===== config.mk =====
export PLATFORM = sky130hd
export DESIGN_NAME = rx_addr_filter
export DESIGN_NICKNAME = d
export VERILOG_FILES = /design/src/rtl/rx_addr_filter.sv
export SDC_FILE = /design/constraint.sdc
export NUM_CORES = 1
export LEC_CHECK = 0
export ABC_AREA = 1
export BUFFER_PORTS_ARGS = -buffer_cell sky130_fd_sc_hd__buf_2
export CORE_MARGIN = 10
export CORE_UTILIZATION = 40
export DETAILED_ROUTE_END_ITERATION = 12
export PLACE_DENSITY_LB_ADDON = 0.3
export SLEW_MARGIN = 20
export SYNTH_ARGS = -nofsm -noshare
export SYNTH_HDL_FRONTEND = slang
export SYNTH_SLANG_ARGS = --single-unit

===== constraint.sdc =====
create_clock -name clk -period 3.2 [get_ports clk]
set_clock_uncertainty 0.15 [all_clocks]
set_input_delay 0.64 -clock clk [delete_from_list [all_inputs] [get_ports clk]]
set_output_delay 0.64 -clock clk [all_outputs]
set_load 0.1 [all_outputs]

===== src/rtl/rx_addr_filter.sv =====
module rx_addr_filter #(
  parameter int          MIN_LEN  = 60,
  parameter int          LEN_W    = 12,
  parameter logic [31:0] CRC_POLY = 32'hEDB88320
) (
  input  logic        clk,
  input  logic        rst_n,
  input  logic        cfg_we,
  input  logic [2:0]  cfg_addr,
  input  logic [15:0] cfg_wdata,
  input  logic        in_valid,
  input  logic        in_sof,
  input  logic        in_eof,
  input  logic [7:0]  in_data,
  output logic        in_ready,
  output logic        out_valid,
  output logic [7:0]  out_data,
  output logic        out_last,
  output logic        dec_valid,
  output logic        dec_accept,
  output logic [2:0]  dec_reason
);
  localparam logic [2:0] RSN_REJECT = 3'd0;
  localparam logic [2:0] RSN_PROMISC = 3'd1;
  localparam logic [2:0] RSN_LOCAL = 3'd2;
  localparam logic [2:0] RSN_BCAST = 3'd3;
  localparam logic [2:0] RSN_HASH = 3'd4;
  localparam int DA_BYTES = 6;
  localparam logic [LEN_W-1:0] MIN_L = LEN_W'(MIN_LEN);

  logic rx_en, promisc, hash_en;
  logic [15:0] sta [3];
  logic [15:0] htab [4];
  logic [47:0] dst;
  logic [31:0] crc;
  logic [LEN_W-1:0] len, pad_idx;
  logic pad, eval;

  function automatic logic [31:0] crc_byte(input logic [31:0] c, input logic [7:0] d);
    logic [31:0] r;
    r = c ^ {24'd0, d};
    for (int i = 0; i < 8; i++) r = r[0] ? ((r >> 1) ^ CRC_POLY) : (r >> 1);
    return r;
  endfunction

  assign in_ready = !pad;

  wire              take  = in_valid && in_ready;
  wire [LEN_W-1:0]  idx   = in_sof ? '0 : len;
  wire [LEN_W-1:0]  total = idx + 1'b1;
  wire [31:0]       crc_in = in_sof ? 32'hFFFFFFFF : crc;

  always_ff @(posedge clk) begin
    if (!rst_n) begin
      rx_en <= 1'b0; promisc <= 1'b0; hash_en <= 1'b0;
      for (int i = 0; i < 3; i++) sta[i] <= '0;
      for (int i = 0; i < 4; i++) htab[i] <= '0;
    end else if (cfg_we) begin
      if (cfg_addr == 3'd0) begin
        rx_en   <= cfg_wdata[0];
        promisc <= cfg_wdata[6];
        hash_en <= cfg_wdata[11];
      end else if (!cfg_addr[2]) sta[cfg_addr[1:0] - 2'd1] <= cfg_wdata;
      else htab[2'd3 - cfg_addr[1:0]] <= cfg_wdata;
    end
  end

  always_ff @(posedge clk) begin
    if (!rst_n) begin
      len <= '0; dst <= '0; crc <= '1; eval <= 1'b0;
    end else begin
      eval <= take && (idx == LEN_W'(DA_BYTES - 1));
      if (take) begin
        len <= (&idx) ? idx : total;
        if (idx < LEN_W'(DA_BYTES)) begin
          dst <= {dst[39:0], in_data};
          crc <= crc_byte(crc_in, in_data);
        end
      end
    end
  end

  always_ff @(posedge clk) begin
    if (!rst_n) begin
      pad <= 1'b0; pad_idx <= '0;
      out_valid <= 1'b0; out_data <= '0; out_last <= 1'b0;
    end else begin
      out_valid <= 1'b0;
      out_last  <= 1'b0;
      if (pad) begin
        out_valid <= 1'b1;
        out_data  <= '0;
        out_last  <= (pad_idx == MIN_L - 1'b1);
        pad_idx   <= pad_idx + 1'b1;
        if (pad_idx == MIN_L - 1'b1) pad <= 1'b0;
      end else if (take) begin
        out_valid <= 1'b1;
        out_data  <= in_data;
        out_last  <= in_eof && (total >= MIN_L);
        if (in_eof && (total < MIN_L)) begin
          pad     <= 1'b1;
          pad_idx <= total;
        end
      end
    end
  end

  wire [5:0] hidx     = crc[31:26];
  wire       hbit     = htab[hidx[5:4]][hidx[3:0]];
  wire       st_hit   = (dst == {sta[0], sta[1], sta[2]});
  wire       bc_hit   = &dst;
  logic [2:0] reason;

  always_comb begin
    if (!rx_en)                 reason = RSN_REJECT;
    else if (promisc)           reason = RSN_PROMISC;
    else if (st_hit)            reason = RSN_LOCAL;
    else if (bc_hit)            reason = RSN_BCAST;
    else if (hash_en && hbit)   reason = RSN_HASH;
    else                        reason = RSN_REJECT;
  end

  always_ff @(posedge clk) begin
    if (!rst_n) begin
      dec_valid <= 1'b0; dec_accept <= 1'b0; dec_reason <= RSN_REJECT;
    end else begin
      dec_valid <= eval;
      if (eval) begin
        dec_accept <= (reason != RSN_REJECT);
        dec_reason <= reason;
      end
    end
  end
endmodule


==> flow_summary.toml, run 1 <==
[yosys]
post_synth.cell_area_avg_um2 = 8.16
synth_edf_count = 112
yosysUniqueCellTypes = 44
yosysWarnings = 0
sequential_to_total_area_share_from_yosys_stat = 0.509
dominantRegCellSynth = "sky130_fd_sc_hd__dfxtp_1"
syn-instance-count = 1419
synth_seq_cells = 238
asyncSetResetFlopFracSynth = 0
synth_area_um2 = 11600
syn_nets = 1455

[timing]
final_tns_setup_ns = 0
max_slew.worst_pin.slew_ns = 0.838
achievable_frequency_mhz = 400
hold_fails_final_rpt = 0
final_critical_path_setup_slack_ns = 0.702
timing.max_slew.rel_slack = 0.441
report.final.setup_viol = 0
finalMaxSlewViolations = 0
final_period_minus_worst_setup_slack_ns = 2.50
final.period_utilization = 0.780
rsz_0062_raised_after_global_routing = "no"

[detailed_routing]
routed_via_density = 4.97
drt_first_iter_violations = 802
drtAntennaViolNets = 0
routed_wl_mm = 29.8
detail_route.first_pass.iterations = 5
drc = 0
avgRoutedWirePerCell_um = 15.9
route.vias.total = 9301

[pwr]
ir_drop_mv = 0.421
p_leak_nw = 5.34
pwr_density_cell_nw_per_um2 = 609

[critical_path]
critical_path.max_fanout = 10
crit_chain = "buf_2, inv_6, nand2_4, inv_1, ha_1, nand3_1, nor2_2, nand3_2, nor2_1, xor2_1, nand3_1, nor2_2, nand2_4, nand2_4, nand2_1, nand2_1, nor2_1"
critical_path_class = "in2reg"
crit_slowest_cell = "sky130_fd_sc_hd__xor2_1"
critPathMostFrequentCell = "sky130_fd_sc_hd__nand2_4"
timing.critical_path.buf_inv = 3
cp_top_family = "simple AND/OR/NAND/NOR gates"
crit_path_max_incr_delay_ns = 0.22
worstSetupEndpointType = "register"
start_kind = "input port"
critPathRequiredTime_ns = 3.48
critical_path_arrival_ns = 2.78

[floorplanning]
placementRows = 62
fp.dieArea_um2 = 36100
top_level_ports = 49
placeableCoreArea_um2 = 28600
initial_utilization = 0.404
die_h_um = 190
die_width_um = 190

[clock_tree]
cts_made_buffers = 27
cts_tree = "done"
postCtsResizedCells = 0
setup_fix_bufs_post_cts = 0
clock_path_buffers = 3
cts.reportedPaths.clkPinSlew_ns = 0.06
clk-insertion-delay-late_ns = 0.55
cts_htree_levels = 1
cts_root_buffer = "sky130_fd_sc_hd__clkbuf_16"
cts_num_sinks = 238
holdBufCountCts = 0

[min_path]
worstHoldPathType = "in2reg"

[global_routing]
antenna_violations_before_repair = 0
grt-ovfl-total = 0
grt_pass1_vias = 8873
grt_max_degree = 76
grt_pass1_wl_mm = 47.8
grt_usage = 0.163

[placement]
placement.setup.worst_slack_ns = 0.192
io_buffer_count = 48
place_congestion = 0.889
place.detailed.hpwl_mm = 20.1

[layout]
syn_to_final_growth_pct = 13.8
final_net_count = 1503
layout.core_utilization = 0.460
drive_gt1_frac = 0.104
nFillCells = 2804
num_antenna_cells = 0
layout.cells.most_common = "sky130_fd_sc_hd__nand2_1"
layout_common_cells = "sky130_fd_sc_hd__nand2_1 (283), sky130_fd_sc_hd__nor2_1 (251), sky130_fd_sc_hd__inv_1 (138), sky130_fd_sc_hd__dfxtp_1 (126), sky130_fd_sc_hd__edfxtp_1 (112)"

[status]
run_status = "finished clean"

[run]
drv_cap = 0
## layer usage
| layer | part of all wire | track usage | up-vias |
|---|---|---|---|
| li1 | - | - | 4677 |
| met1 | 0.46 | 0.229 | 4307 |
| met2 | 0.45 | 0.253 | 261 |
| met3 | 0.062 | 0.0247 | 56 |
| met4 | 0.024 | 0.0488 | 0 |
| met5 | 0 | 0 | - |
## kinds of logic after synthesis
kind of cell | synth area share
and+or+nand+nor | 0.244
DFF | 0.509
AOI/OAI and AO/OA | 0.0939
buffers and inverters | 0.0697
xor gates and xnor gates | 0.0803
adders and majority gates | 0.00324
## report_power, final
group	switching, mW	total (mW)	internal, mW
Sequential	0.171	3.60	3.43
Clock	1.25	3.07	1.82
Combinational	0.892	1.35	0.456
## metrics by stage
stage | cell area (um^2) | hold WS (ns) | std cells | power, mW
finish | 13200 | 0.254 | 1872 | 8.02
global route | 13200 | 0.281 | 1872 | 8.40
CTS | 13200 | 0.246 | 1872 | 8.08
detailed placement | 12300 | 0.302 | 1822 | 5.00
global placement | 12300 | 0.299 | 1822 | 4.99
floorplan | 11600 | 0.291 | 1419 | 4.62
## registers in the layout (all words and copies together), names as in the netlist, 3 cells and up, named ones only
| name | cells |
|---|---|
| htab | 64 |
| dst | 48 |
| sta | 48 |
| crc | 32 |
| len | 12 |
| pad_idx | 12 |
| out_data | 8 |
| dec_reason | 3 |
## worst reg2reg max path, cell delays in order (launching register included)
cell,delay (ns)
sky130_fd_sc_hd__dfxtp_1,0.34
sky130_fd_sc_hd__inv_1,0.06
sky130_fd_sc_hd__nor2_1,0.17
sky130_fd_sc_hd__ha_1,0.22
sky130_fd_sc_hd__nand3_1,0.10
sky130_fd_sc_hd__nor2_2,0.16
sky130_fd_sc_hd__nand3_2,0.12
sky130_fd_sc_hd__nor2_1,0.13
sky130_fd_sc_hd__xor2_1,0.22
sky130_fd_sc_hd__nand3_1,0.12
sky130_fd_sc_hd__nor2_2,0.21
sky130_fd_sc_hd__nand2_4,0.14
sky130_fd_sc_hd__nand2_4,0.13
sky130_fd_sc_hd__nand2_1,0.06
sky130_fd_sc_hd__nand2_1,0.05
sky130_fd_sc_hd__nor2_1,0.04
## layout make-up
type / instances / area, um^2 / area share
flip-flops and latches: 238 / 5890 / 0.447
multi-input cells: 980 / 4880 / 0.371
clock buffers: 39 / 761 / 0.0577
inverters: 142 / 538 / 0.0408
repair buffers: 78 / 503 / 0.0382
well taps: 384 / 480 / 0.0365
clock inverters: 11 / 125 / 0.00950
## final timing paths
| check | start | end | slack (ns) | cells after the start |
|---|---|---|---|---|
| max | in_sof | pad_idx[0]$_SDFFE_PN0P_ | 0.70 | 17 |
| min | in_data[5] | out_data[5]$_SDFFE_PP0P_ | 0.25 | 3 |
| max reg2reg | len[0]$_SDFFE_PN0P_ | pad_idx[0]$_SDFFE_PN0P_ | 0.71 | 15 |
| min reg2reg | out_data[4]$_SDFFE_PP0P_ | out_data[4]$_SDFFE_PP0P_ | 0.31 | 2 |
## cells in the mapped netlist (5+ instances only)
master	count	area share
sky130_fd_sc_hd__nand2_1	284	0.092
sky130_fd_sc_hd__nor2_1	251	0.081
sky130_fd_sc_hd__inv_1	138	0.045
sky130_fd_sc_hd__dfxtp_1	126	0.22
sky130_fd_sc_hd__edfxtp_1	112	0.29
sky130_fd_sc_hd__a21oi_1	90	0.039
sky130_fd_sc_hd__o21ai_0	87	0.038
sky130_fd_sc_hd__nand3_1	82	0.035
sky130_fd_sc_hd__xnor2_1	57	0.043
sky130_fd_sc_hd__clkbuf_1	42	0.014
sky130_fd_sc_hd__xor2_1	33	0.025
sky130_fd_sc_hd__nand4_1	14	0.0076
sky130_fd_sc_hd__nor3_1	11	0.0048
sky130_fd_sc_hd__buf_2	10	0.0043
sky130_fd_sc_hd__o211ai_1	10	0.0065
sky130_fd_sc_hd__a211oi_1	6	0.0039
sky130_fd_sc_hd__nor2_2	6	0.0032
sky130_fd_sc_hd__o21ai_1	6	0.0026
sky130_fd_sc_hd__nor4_1	5	0.0027
Note: power is estimated with default switching activity, not from simulation.
==> inputs of run 2 (changes only) <==
- ABC_AREA: 1 -> 0
- clock period: 3.2 -> 2.1 ns (I/O delays scaled with it)
==> run 2 against run 1 <==
The run now ends with negative setup slack left. Synthesized cell count is 21% lower. Largest power group unchanged. Setup slack worse by 0.80 ns. Die area is 1.0% lower. Synthesized area is 1.2% lower. Combinational power is 74% higher. Critical endpoint is now dec_reason[2]$_SDFFE_PN0P_. Clock power is 50% higher. Register-to-register slack worse by 0.80 ns. Critical path depth is 10 lower. Non-clock buffer count is 120 higher. Sequential power is 48% higher. Worst hold slack worse by 0.20 ns.
==> flow_summary.toml, run 2 <==
[status]
run_status = "finished, violations left"
failed_checks = "negative setup slack"

[yosys]
sequential_to_total_area_share_from_yosys_stat = 0.514
synth_edf_count = 112
dominantRegCellSynth = "sky130_fd_sc_hd__dfxtp_1"
post_synth_and_or_nand_nor_area_fraction = 0.181
synthTopCellsByCount = "sky130_fd_sc_hd__nand2_1 (178), sky130_fd_sc_hd__dfxtp_1 (126), sky130_fd_sc_hd__nor2_1 (114)"
yosysWarnings = 0
post_synth.cell_area_avg_um2 = 10.2
synth_most_common_cell = "sky130_fd_sc_hd__nand2_1"
synth_area_um2 = 11400
syn_nets = 1163
yosysUniqueCellTypes = 63
syn-instance-count = 1127
multiplexer_share_of_the_synthesized_area = 0.0464
synth_seq_cells = 238
leading_area_contributor_after_synthesis = "sky130_fd_sc_hd__edfxtp_1"
fraction_of_the_mapped_netlist_area_in_compound_gates = 0.0964
combinational_family_with_the_most_area_after_synthesis = "simple AND/OR/NAND/NOR gates"
synth.top_cells.by_area = "sky130_fd_sc_hd__edfxtp_1 (29%), sky130_fd_sc_hd__dfxtp_1 (22%), sky130_fd_sc_hd__nand2_1 (5.8%)"
synth_xor_xnor_area_share = 0.121
yosys.area.top_type_share = 0.294
asyncSetResetFlopFracSynth = 0
post_synth_fa_ha_maj_area_fraction = 0.00328

[global_routing]
grt_max_degree = 49
antenna_violations_before_repair = 0
grt-ovfl-total = 0
grt_pass1_wl_mm = 48.2
grt_pass1_vias = 8608
grt_usage = 0.167

[layout]
multi_input_comb_area_um2 = 5390
layout.core_utilization = 0.510
layout_top_registers = "htab x64, dst x48, sta x48"
final_net_count = 1317
largest_reg_flops = 64
drive_gt1_frac = 0.256
layout.cell_area.non_filler_um2 = 14300
layout.cells.most_common = "sky130_fd_sc_hd__nand2_1"
syn_to_final_growth_pct = 24.8
layout_common_cells = "sky130_fd_sc_hd__nand2_1 (175), sky130_fd_sc_hd__buf_4 (135), sky130_fd_sc_hd__dfxtp_1 (114), sky130_fd_sc_hd__edfxtp_1 (112), sky130_fd_sc_hd__nor2_1 (111)"
nFillCells = 2560
seqCellArea_um2 = 5910
reg_with_most_ffs = "htab"
num_antenna_cells = 0

[detailed_routing]
avgRoutedWirePerCell_um = 18.0
route.vias.total = 8677
drt_first_iter_violations = 627
drtAntennaViolNets = 0
drc = 0
routed_via_density = 5.17
routed_wl_mm = 30.2
detail_route.first_pass.iterations = 5

[critical_path]
timing.rr.start = "sta[0][9]$_SDFFCE_PN0P_"
crit_path_max_incr_delay_ns = 0.40
crit_slowest_cell = "sky130_fd_sc_hd__edfxtp_1"
critPathRequiredTime_ns = 2.40
crit_chain = "xor2_1, nor4_1, nand4_1, o31ai_4, buf_4, nor4_2, a31o_1"
worstSetupEndpointType = "register"
critical_path_class = "reg2reg"
critical_path_arrival_ns = 2.49
critical_path.max_fanout = 2
timing.critical_path.from = "sta[0][9]$_SDFFCE_PN0P_"
start_kind = "register"

[floorplanning]
die_h_um = 189
top_level_ports = 49
initial_utilization = 0.408
placementRows = 61
fp.dieArea_um2 = 35800
die_width_um = 189
placeableCoreArea_um2 = 28000

[placement]
io_buffer_count = 48
place.detailed.hpwl_mm = 21.3
placement.cell_area_um2 = 13100
place_congestion = 0.863

[timing]
final_period_minus_worst_setup_slack_ns = 2.19
finalMaxSlewViolations = 0
achievable_frequency_mhz = 456
timing.max_slew.rel_slack = 0.331
final_critical_path_setup_slack_ns = -0.0939
hold_fails_final_rpt = 0
max_slew.worst_pin.slew_ns = 1.00
final.period_utilization = 1.04
rsz_0062_raised_after_global_routing = "yes"
report.final.setup_viol = 5

[clock_tree]
holdBufCountCts = 0
cts_htree_levels = 1
cts.reportedPaths.clkPinSlew_ns = 0.06
cts_tree = "done"
cts_num_sinks = 238
clk-insertion-delay-late_ns = 0.55
cts_root_buffer = "sky130_fd_sc_hd__clkbuf_16"
clock_path_buffers = 3
cts_made_buffers = 26

[pwr]
total_power_mw = 12.3
ir_drop_mv = 0.770
pwr_density_cell_nw_per_um2 = 861
p_leak_nw = 5.58

[min_path]
timing.hold.worst.start = "cfg_wdata[1]"
worstHoldPathType = "in2reg"

[run]
drv_cap = 0
==> run 2: cell types whose count changed in the layout (fill, tap and decap cells not counted), moves of 26 or more <==
cell                      previous run  this run
sky130_fd_sc_hd__nor2_1            251       111
sky130_fd_sc_hd__inv_1             138        24
sky130_fd_sc_hd__buf_4              27       135
sky130_fd_sc_hd__nand2_1           283       175
sky130_fd_sc_hd__o21ai_0            83         8
sky130_fd_sc_hd__nand3_1            82        18
sky130_fd_sc_hd__and2_1              0        49
sky130_fd_sc_hd__xor2_1             33        67
sky130_fd_sc_hd__a21oi_1            90        64
==> run 2: per-stage QoR <==
stage	std cells	hold WS (ns)	setup slack, ns	setup TNS (ns)
2_1_floorplan	1127	0.287	-0.569	-9.26
3_3_place_gp	1617	0.309	-0.384	-13.37
3_5_place_dp	1617	0.309	-0.405	-16.73
4_1_cts	1670	0.0543	-0.0839	-0.207
5_1_grt	1677	0.0619	-0.211	-2.00
6_report	1677	0.0558	-0.0939	-0.222
==> run 2: path summary, 6_finish.rpt <==
check	to	slack (ns)	depth (start not counted)
max	dec_reason[2]$_SDFFE_PN0P_	-0.09	7
min	sta[0][1]$_SDFFCE_PN0P_	0.06	2
max reg2reg	dec_reason[2]$_SDFFE_PN0P_	-0.09	7
min reg2reg	dec_reason[2]$_SDFFE_PN0P_	0.32	1
==> run 2: cell type report <==
class | instances | area share
clock buffers | 31 | 0.0476
clock inverters | 15 | 0.0124
inverters | 28 | 0.00762
multi-input cells | 789 | 0.378
flip-flops and latches | 238 | 0.414
well taps | 378 | 0.0331
repair buffers | 198 | 0.108
==> run 2: worst max-delay path, delay by kind of cell (launching register included) <==
kind,cells,cell delay (ns)
AO/OA/AOI/OAI,2,0.56
XOR/XNOR,1,0.17
buffers and inverters,1,0.17
flip-flops,1,0.40
AND/OR/NAND/NOR,3,0.64
==> run 2: timing repair <==
| item | CTS | global route |
|---|---|---|
| endpoints found under the setup margin | 33 | 31 |
| resized for setup | 37 | 26 |
| buffers inserted | 6 | 7 |
| pin swaps | 10 | 18 |
| gates cloned | 1 | 0 |
==> run 2: kinds of logic (layout without fill, tap and decap cells) <==
logic type / count (synthesis) / count (layout)
multiplexers: 33 / 33
adder cells (fa/ha/maj): 3 / 3
AO/OA/AOI/OAI: 168 / 168
XOR/XNOR: 141 / 141
AND/OR/NAND/NOR: 444 / 444
buffers and inverters: 100 / 272
flip-flops: 238 / 238
==> run 2: per-layer routing <==
metal | GRT usage | part of all wire | wire (um) | up-vias
li1 | - | - | - | 4232
met1 | 0.233 | 0.46 | 14000 | 4163
met2 | 0.266 | 0.46 | 13900 | 245
met3 | 0.0250 | 0.060 | 1820 | 37
met4 | 0.0369 | 0.016 | 476 | 0
met5 | 0 | 0 | 0 | -
==> run 2: power by group <==
group          total, mW  internal, mW  switching, mW
clock network       4.60          2.68           1.91
registers           5.34          5.15          0.194
logic               2.35          1.14           1.22
